### src/rtl/swi_pkg.sv
package swi_pkg;
   typedef enum logic {
      SWI_MACHINE    = 1'b0,
      SWI_SUPERVISOR = 1'b1
   } swi_mode_e;

   localparam int SWI_WORD_BYTES = 4;
endpackage

### src/rtl/swi_addr_dec.sv
module swi_addr_dec #(
   parameter int ADDR_W    = 12,
   parameter int NUM_HARTS = 4
) (
   input  logic                 clk,
   input  logic                 rst_n,
   input  logic                 req,
   input  logic                 wr,
   input  logic [ADDR_W-1:0]    addr,
   input  logic                 wbit,
   output logic [NUM_HARTS-1:0] wr_one,
   output logic [NUM_HARTS-1:0] wr_zero,
   output logic [NUM_HARTS-1:0] rd_sel,
   output logic                 rd_req
);
   localparam int IDX_W = ADDR_W - 2;

   logic                 word_ok;
   logic [NUM_HARTS-1:0] hit;

   assign word_ok = req && (addr[1:0] == 2'b00);
   assign rd_req  = req && !wr;

   for (genvar h = 0; h < NUM_HARTS; h++) begin : g_hit
      assign hit[h]     = word_ok && (addr[ADDR_W-1:2] == IDX_W'(h));
      assign wr_one[h]  = hit[h] && wr && wbit;
      assign wr_zero[h] = hit[h] && wr && !wbit;
      assign rd_sel[h]  = hit[h] && !wr;
   end

   p_onehot_r9: assert property (@(posedge clk) disable iff (!rst_n)
      $onehot0(wr_one | wr_zero | rd_sel));
   p_misalign_r9: assert property (@(posedge clk) disable iff (!rst_n)
      (req && addr[1:0] != 2'b00) |-> ((wr_one | wr_zero | rd_sel) == '0));
endmodule

### src/rtl/swi_pend_cell.sv
module swi_pend_cell
   import swi_pkg::*;
#(
   parameter swi_mode_e MODE = SWI_MACHINE
) (
   input  logic clk,
   input  logic rst_n,
   input  logic wr_one,
   input  logic wr_zero,
   input  logic ack,
   output logic pend
);
   if (MODE == SWI_MACHINE) begin : g_level
      logic unused_ack;
      assign unused_ack = ack;

      always_ff @(posedge clk or negedge rst_n) begin
         if (!rst_n)       pend <= 1'b0;
         else if (wr_one)  pend <= 1'b1;
         else if (wr_zero) pend <= 1'b0;
      end

      p_set_r2: assert property (@(posedge clk) disable iff (!rst_n)
         wr_one |=> pend);
      p_clear_r3: assert property (@(posedge clk) disable iff (!rst_n)
         wr_zero |=> !pend);
      p_ack_ignored_r8: assert property (@(posedge clk) disable iff (!rst_n)
         (!wr_one && !wr_zero) |=> $stable(pend));
   end else begin : g_trigger
      logic unused_zero;
      assign unused_zero = wr_zero;

      always_ff @(posedge clk or negedge rst_n) begin
         if (!rst_n)      pend <= 1'b0;
         else if (wr_one) pend <= 1'b1;
         else if (ack)    pend <= 1'b0;
      end

      p_set_wins_r7: assert property (@(posedge clk) disable iff (!rst_n)
         wr_one |=> pend);
      p_ack_clear_r7: assert property (@(posedge clk) disable iff (!rst_n)
         (ack && !wr_one) |=> !pend);
      p_zero_noop_r5: assert property (@(posedge clk) disable iff (!rst_n)
         (!wr_one && !ack) |=> $stable(pend));
   end
endmodule

### src/rtl/swi_rd_port.sv
module swi_rd_port
   import swi_pkg::*;
#(
   parameter int        NUM_HARTS = 4,
   parameter int        DATA_W    = 32,
   parameter swi_mode_e MODE      = SWI_MACHINE
) (
   input  logic                 clk,
   input  logic                 rst_n,
   input  logic                 rd_req,
   input  logic [NUM_HARTS-1:0] rd_sel,
   input  logic [NUM_HARTS-1:0] pend_vec,
   output logic                 rvalid,
   output logic [DATA_W-1:0]    rdata
);
   always_ff @(posedge clk or negedge rst_n) begin
      if (!rst_n) rvalid <= 1'b0;
      else        rvalid <= rd_req;
   end

   if (MODE == SWI_MACHINE) begin : g_readable
      logic rbit_q;
      always_ff @(posedge clk or negedge rst_n) begin
         if (!rst_n) rbit_q <= 1'b0;
         else        rbit_q <= rd_req && |(rd_sel & pend_vec);
      end
      assign rdata = {{(DATA_W-1){1'b0}}, rbit_q};
   end else begin : g_blind
      logic unused_rd;
      assign unused_rd = ^{rd_sel, pend_vec};
      assign rdata     = '0;

      p_rd_zero_r6: assert property (@(posedge clk) disable iff (!rst_n)
         rvalid |-> (rdata == '0));
   end

   p_rvalid_r10: assert property (@(posedge clk) disable iff (!rst_n)
      rd_req |=> rvalid);
   p_no_rvalid_r10: assert property (@(posedge clk) disable iff (!rst_n)
      !rd_req |=> !rvalid);
   p_upper_zero_r4: assert property (@(posedge clk) disable iff (!rst_n)
      rvalid |-> (rdata[DATA_W-1:1] == '0));
endmodule

### src/rtl/hart_swi_unit.sv
module hart_swi_unit
   import swi_pkg::*;
#(
   parameter int        NUM_HARTS = 4,
   parameter int        ADDR_W    = 12,
   parameter int        DATA_W    = 32,
   parameter swi_mode_e MODE      = SWI_MACHINE
) (
   input  logic                 clk,
   input  logic                 rst_n,
   input  logic                 bus_req,
   input  logic                 bus_wr,
   input  logic [ADDR_W-1:0]    bus_addr,
   input  logic [DATA_W-1:0]    bus_wdata,
   output logic [DATA_W-1:0]    bus_rdata,
   output logic                 bus_rvalid,
   input  logic [NUM_HARTS-1:0] swi_ack,
   output logic [NUM_HARTS-1:0] swi_pend
);
   localparam int SPAN_BYTES = NUM_HARTS * SWI_WORD_BYTES;

   if (DATA_W != 32) begin : g_bad_width
      $error("hart_swi_unit: DATA_W must be 32");
   end
   if (NUM_HARTS < 1) begin : g_bad_count
      $error("hart_swi_unit: NUM_HARTS must be at least 1");
   end
   if (SPAN_BYTES > (2 ** ADDR_W)) begin : g_bad_span
      $error("hart_swi_unit: ADDR_W too small for NUM_HARTS words");
   end

   logic [NUM_HARTS-1:0] wr_one;
   logic [NUM_HARTS-1:0] wr_zero;
   logic [NUM_HARTS-1:0] rd_sel;
   logic                 rd_req;
   logic                 unused_wdata;

   assign unused_wdata = ^bus_wdata[DATA_W-1:1];

   swi_addr_dec #(
      .ADDR_W    (ADDR_W),
      .NUM_HARTS (NUM_HARTS)
   ) u_dec (
      .clk     (clk),
      .rst_n   (rst_n),
      .req     (bus_req),
      .wr      (bus_wr),
      .addr    (bus_addr),
      .wbit    (bus_wdata[0]),
      .wr_one  (wr_one),
      .wr_zero (wr_zero),
      .rd_sel  (rd_sel),
      .rd_req  (rd_req)
   );

   for (genvar h = 0; h < NUM_HARTS; h++) begin : g_hart
      swi_pend_cell #(
         .MODE (MODE)
      ) u_cell (
         .clk     (clk),
         .rst_n   (rst_n),
         .wr_one  (wr_one[h]),
         .wr_zero (wr_zero[h]),
         .ack     (swi_ack[h]),
         .pend    (swi_pend[h])
      );
   end

   swi_rd_port #(
      .NUM_HARTS (NUM_HARTS),
      .DATA_W    (DATA_W),
      .MODE      (MODE)
   ) u_rd (
      .clk      (clk),
      .rst_n    (rst_n),
      .rd_req   (rd_req),
      .rd_sel   (rd_sel),
      .pend_vec (swi_pend),
      .rvalid   (bus_rvalid),
      .rdata    (bus_rdata)
   );

   p_reset_r1: assert property (@(posedge clk) disable iff (!rst_n)
      $rose(rst_n) |-> (swi_pend == '0 && !bus_rvalid));
endmodule

### config.mk
export PLATFORM = sky130hd
export DESIGN_NAME = hart_swi_unit
export DESIGN_NICKNAME = d
export VERILOG_FILES = /design/src/rtl/swi_pkg.sv /design/src/rtl/swi_addr_dec.sv /design/src/rtl/swi_pend_cell.sv /design/src/rtl/swi_rd_port.sv /design/src/rtl/hart_swi_unit.sv
export SDC_FILE = /design/constraint.sdc
export NUM_CORES = 1
export LEC_CHECK = 0
export ABC_AREA = 1
export BUFFER_PORTS_ARGS = -buffer_cell sky130_fd_sc_hd__clkbuf_2
export CORE_MARGIN = 8
export CORE_UTILIZATION = 32
export CTS_CLUSTER_SIZE = 25
export DETAILED_ROUTE_END_ITERATION = 7
export GPL_TIMING_DRIVEN = 1
export PLACE_DENSITY = 0.95
export SYNTH_ARGS = -nofsm -noshare
export SYNTH_HDL_FRONTEND = slang
export SYNTH_SLANG_ARGS = --single-unit
### constraint.sdc
create_clock -name clk -period 1.3 [get_ports clk]
set_input_delay 0.26 -clock clk [delete_from_list [all_inputs] [get_ports clk]]
set_output_delay 0.26 -clock clk [all_outputs]
set_load 0.1 [all_outputs]
==> results.txt <==
----------------------------------------------------
[Power and ir drop]
  Static leakage ... 0.429 nW
  VDD IR-drop max ... 621 uV
  Power per unit of standard cell area ... 1100 nW/um^2

[Critical path]
  Peak fanout along the critical path ... 3
  Sort of element at the end of the critical path ... primary output
  Arrival time at the worst endpoint ... 0.88 ns
  Startpoint Class ... register
  Crit path cell chain ... buf_12
  Top delay family on crit path ... flip-flops
  CP bufs+invs ... 1
  Worst setup path class ... register to primary output
  Stage delay of the slowest cell on the critical path ... 0.42 ns
  Data required time of the worst path ... 1.04 ns
  Slowest stage cell on the critical path ... dfrtp_1

[CTS]
  Root Buffer Master ... clkbuf_4
  Worst-skew pair later-pin latency ... 0.25 ns
  Setup bufs post-CTS ... 0
  TritonCTS clock tree ... yes
  H-tree levels ... 1
  Total clock sinks ... 6
  Register clock-pin slew on the reported worst setup and hold paths ... 0.05 ns
  Clock buffer depth ... 2
  CTS buffer count ... 3

[Yosys]
  Count of unique library cells instantiated by Yosys ... 11
  Cell types with the highest counts after synthesis ... buf_4, inv_1, nand2_1
  Async SR Flop Fraction ... 100%
  Cell area after technology mapping ... 643 sq um
  Number of flip-flops and latches in the synthesized netlist ... 6
  Area share of the leading cell type in the synthesized netlist ... 42.0%
  Number of instances in the synthesized netlist ... 94
  Dominant register cell in the synthesized netlist ... dfrtp_1
  Share of the yosys chip area belonging to registers ... 23.3%
  Mean area per synthesized cell ... 6.84 sq um
  Number of warnings issued by yosys ... 0
  Top cells by area in the synthesized netlist ... buf_4, dfrtp_1, inv_1
  Cell with the most instances after synthesis ... buf_4
  Post-synth EDFFs ... 0
  Largest area contributor in the synthesized netlist ... buf_4

[Timing]
  RSZ-0062 raised after global routing ... false
  Maximum clock frequency ... 881 MHz
  Final worst-path cycle share ... 87.3%
  Pins over their slew limit ... 0
  Setup TNS ... 0 ns
  Total of endpoints with negative setup slack in the final report ... 0
  Maximum clock skew at final layout ... 0.00726 ns
  Hold Violations, Final ... 0
  Minimum period implied by the final worst setup slack ... 1.14 ns

[Hold path]
  Worst hold-check path type ... primary input to register

[GRT]
  Overall global routing resource usage ... 6.76%
  First-pass GRT wire length ... 1950 um
  Via count of the first global-routing pass ... 526
  Leftover overflow at the end of global routing ... 0
  Initial antenna violation count ... 0
  Largest net degree at the start of global routing ... 9

[Place]
  Port buffer count ... 22
  HPWL after detailed placement ... 1180 um
  Global placement routability congestion ... 0.725

[Flow run]
  Maxcap violations ... 0

[Final layout]
  Filler Cells Inserted ... 237
  Nets@finish ... 168
  Number of diodes ... 0
  Synth-to-Final Area Change ... 16.9%
  Fraction of final layout cells sized beyond drive strength 1 ... 24.6%
  Final core occ ... 39.1%

[Floorplanning]
  Top-Level Pins ... 89
  Die Span X ... 60.8 um
  Full die area ... 3700 sq um
  Core outline area ... 1920 sq um
  Initial Util ... 33.5%
  Height of the die ... 60.8 um
  Cell Rows ... 16

[Detailed routing]
  Post-route DRC ... 0
  Final routed wirelength across all metal layers ... 1250 um
  Overall via count from detail_route ... 502
  Iteration-0 DRC Markers ... 4
  Number of routed nets with antenna violations ... 0
  Routed wirelength normalized by instance count ... 8.89 um
  DR vias/cell ... 3.56
  Number of detailed-route iterations in the first pass ... 4

[Run status]
  Result of the run ... finished clean

----------------------------------------------------
-- flip-flops by register name, indices dropped and copies added (netlist names) --
| name | count |
|---|---|
| g_hart.u_cell.pend | 4 |
| u_rd.g_readable.rbit_q | 1 |
| u_rd.rvalid | 1 |
-- stage by stage --
stage               setup slack (ns)  instances  instance area (sq um)  hold WS [ns]  power, mW
global route                   0.142        141                    752         0.273      0.853
floorplan                      0.157        124                    756       -0.0356      0.683
detailed placement             0.175        137                    719        0.0946      0.651
CTS                            0.158        141                    752         0.260      0.826
finish                         0.165        141                    752         0.262      0.826
global placement               0.198        137                    719        0.0894      0.650
-- metal layers --
layer,part of all wire (%),vias up,global-route usage [%],routed length [um]
met5,0,-,0,0
met4,1.2,0,3.99,15
met3,8.9,2,1.27,112
met2,53,29,12.7,669
met1,36,214,6.68,456
li1,-,257,-,-
-- cell usage in the layout (no fill, tap or decap) --
cell type / synthesis / final
nand2_2: 1 / 1
clkbuf_2: 0 / 16
dlygate4sd3_1: 0 / 1
nand2_1: 12 / 12
nand3_1: 8 / 8
clkbuf_4: 0 / 3
dfrtp_1: 6 / 6
nor2_1: 11 / 11
nor2_2: 1 / 1
inv_1: 13 / 13
nor2_4: 1 / 1
buf_12: 0 / 6
o21ai_1: 4 / 4
conb_1: 1 / 31
-- kinds of logic (layout without fill, tap and decap cells) --
group           after synthesis  after routing  synth area share (%)
simple gates                 34             34                  23.3
flops                         6              6                  23.3
compound gates                4              4                  3.11
other cells                   1             31                 0.583
buf+inv                      49             39                  49.6
-- area by class of cell --
| class | instances | area [sq um] | area share, % |
|---|---|---|---|
| clock buffer | 3 | 22.5 | 3.00 |
| inverter | 13 | 48.8 | 6.49 |
| multi-input combinational | 69 | 287 | 38.1 |
| sequential | 6 | 150 | 20.0 |
| tap | 27 | 33.8 | 4.49 |
| timing repair buffer | 23 | 210 | 28.0 |
-- worst paths after layout --
path / start / to / slack [ns] / depth (start not counted)
worst min-delay path: bus_wr / u_rd.rvalid / 0.26 / 2
worst max-delay path: g_hart[3].u_cell.pend / swi_pend[3] / 0.16 / 1
max in group asynchronous: rst_n / g_hart[2].u_cell.pend / 0.77 / 2
worst max register to register: g_hart[0].u_cell.pend / u_rd.g_readable.rbit_q / 0.45 / 4
worst min register to register: g_hart[1].u_cell.pend / g_hart[1].u_cell.pend / 0.65 / 4
min in group asynchronous: rst_n / g_hart[1].u_cell.pend / 0.37 / 2
-- repair_timing --
| item | in CTS | in global routing |
|---|---|---|
| hold buffers | 1 | 0 |
| hold endpoints to repair | 6 | 0 |
| resized for setup | 0 | 0 |
-- where the power goes --
group          internal (mW)  total [mW]  switching, mW
clock network          0.104       0.172         0.0673
registers              0.189       0.191        0.00166
logic                 0.0324       0.463          0.431
Note: power is estimated with default switching activity, not from simulation.
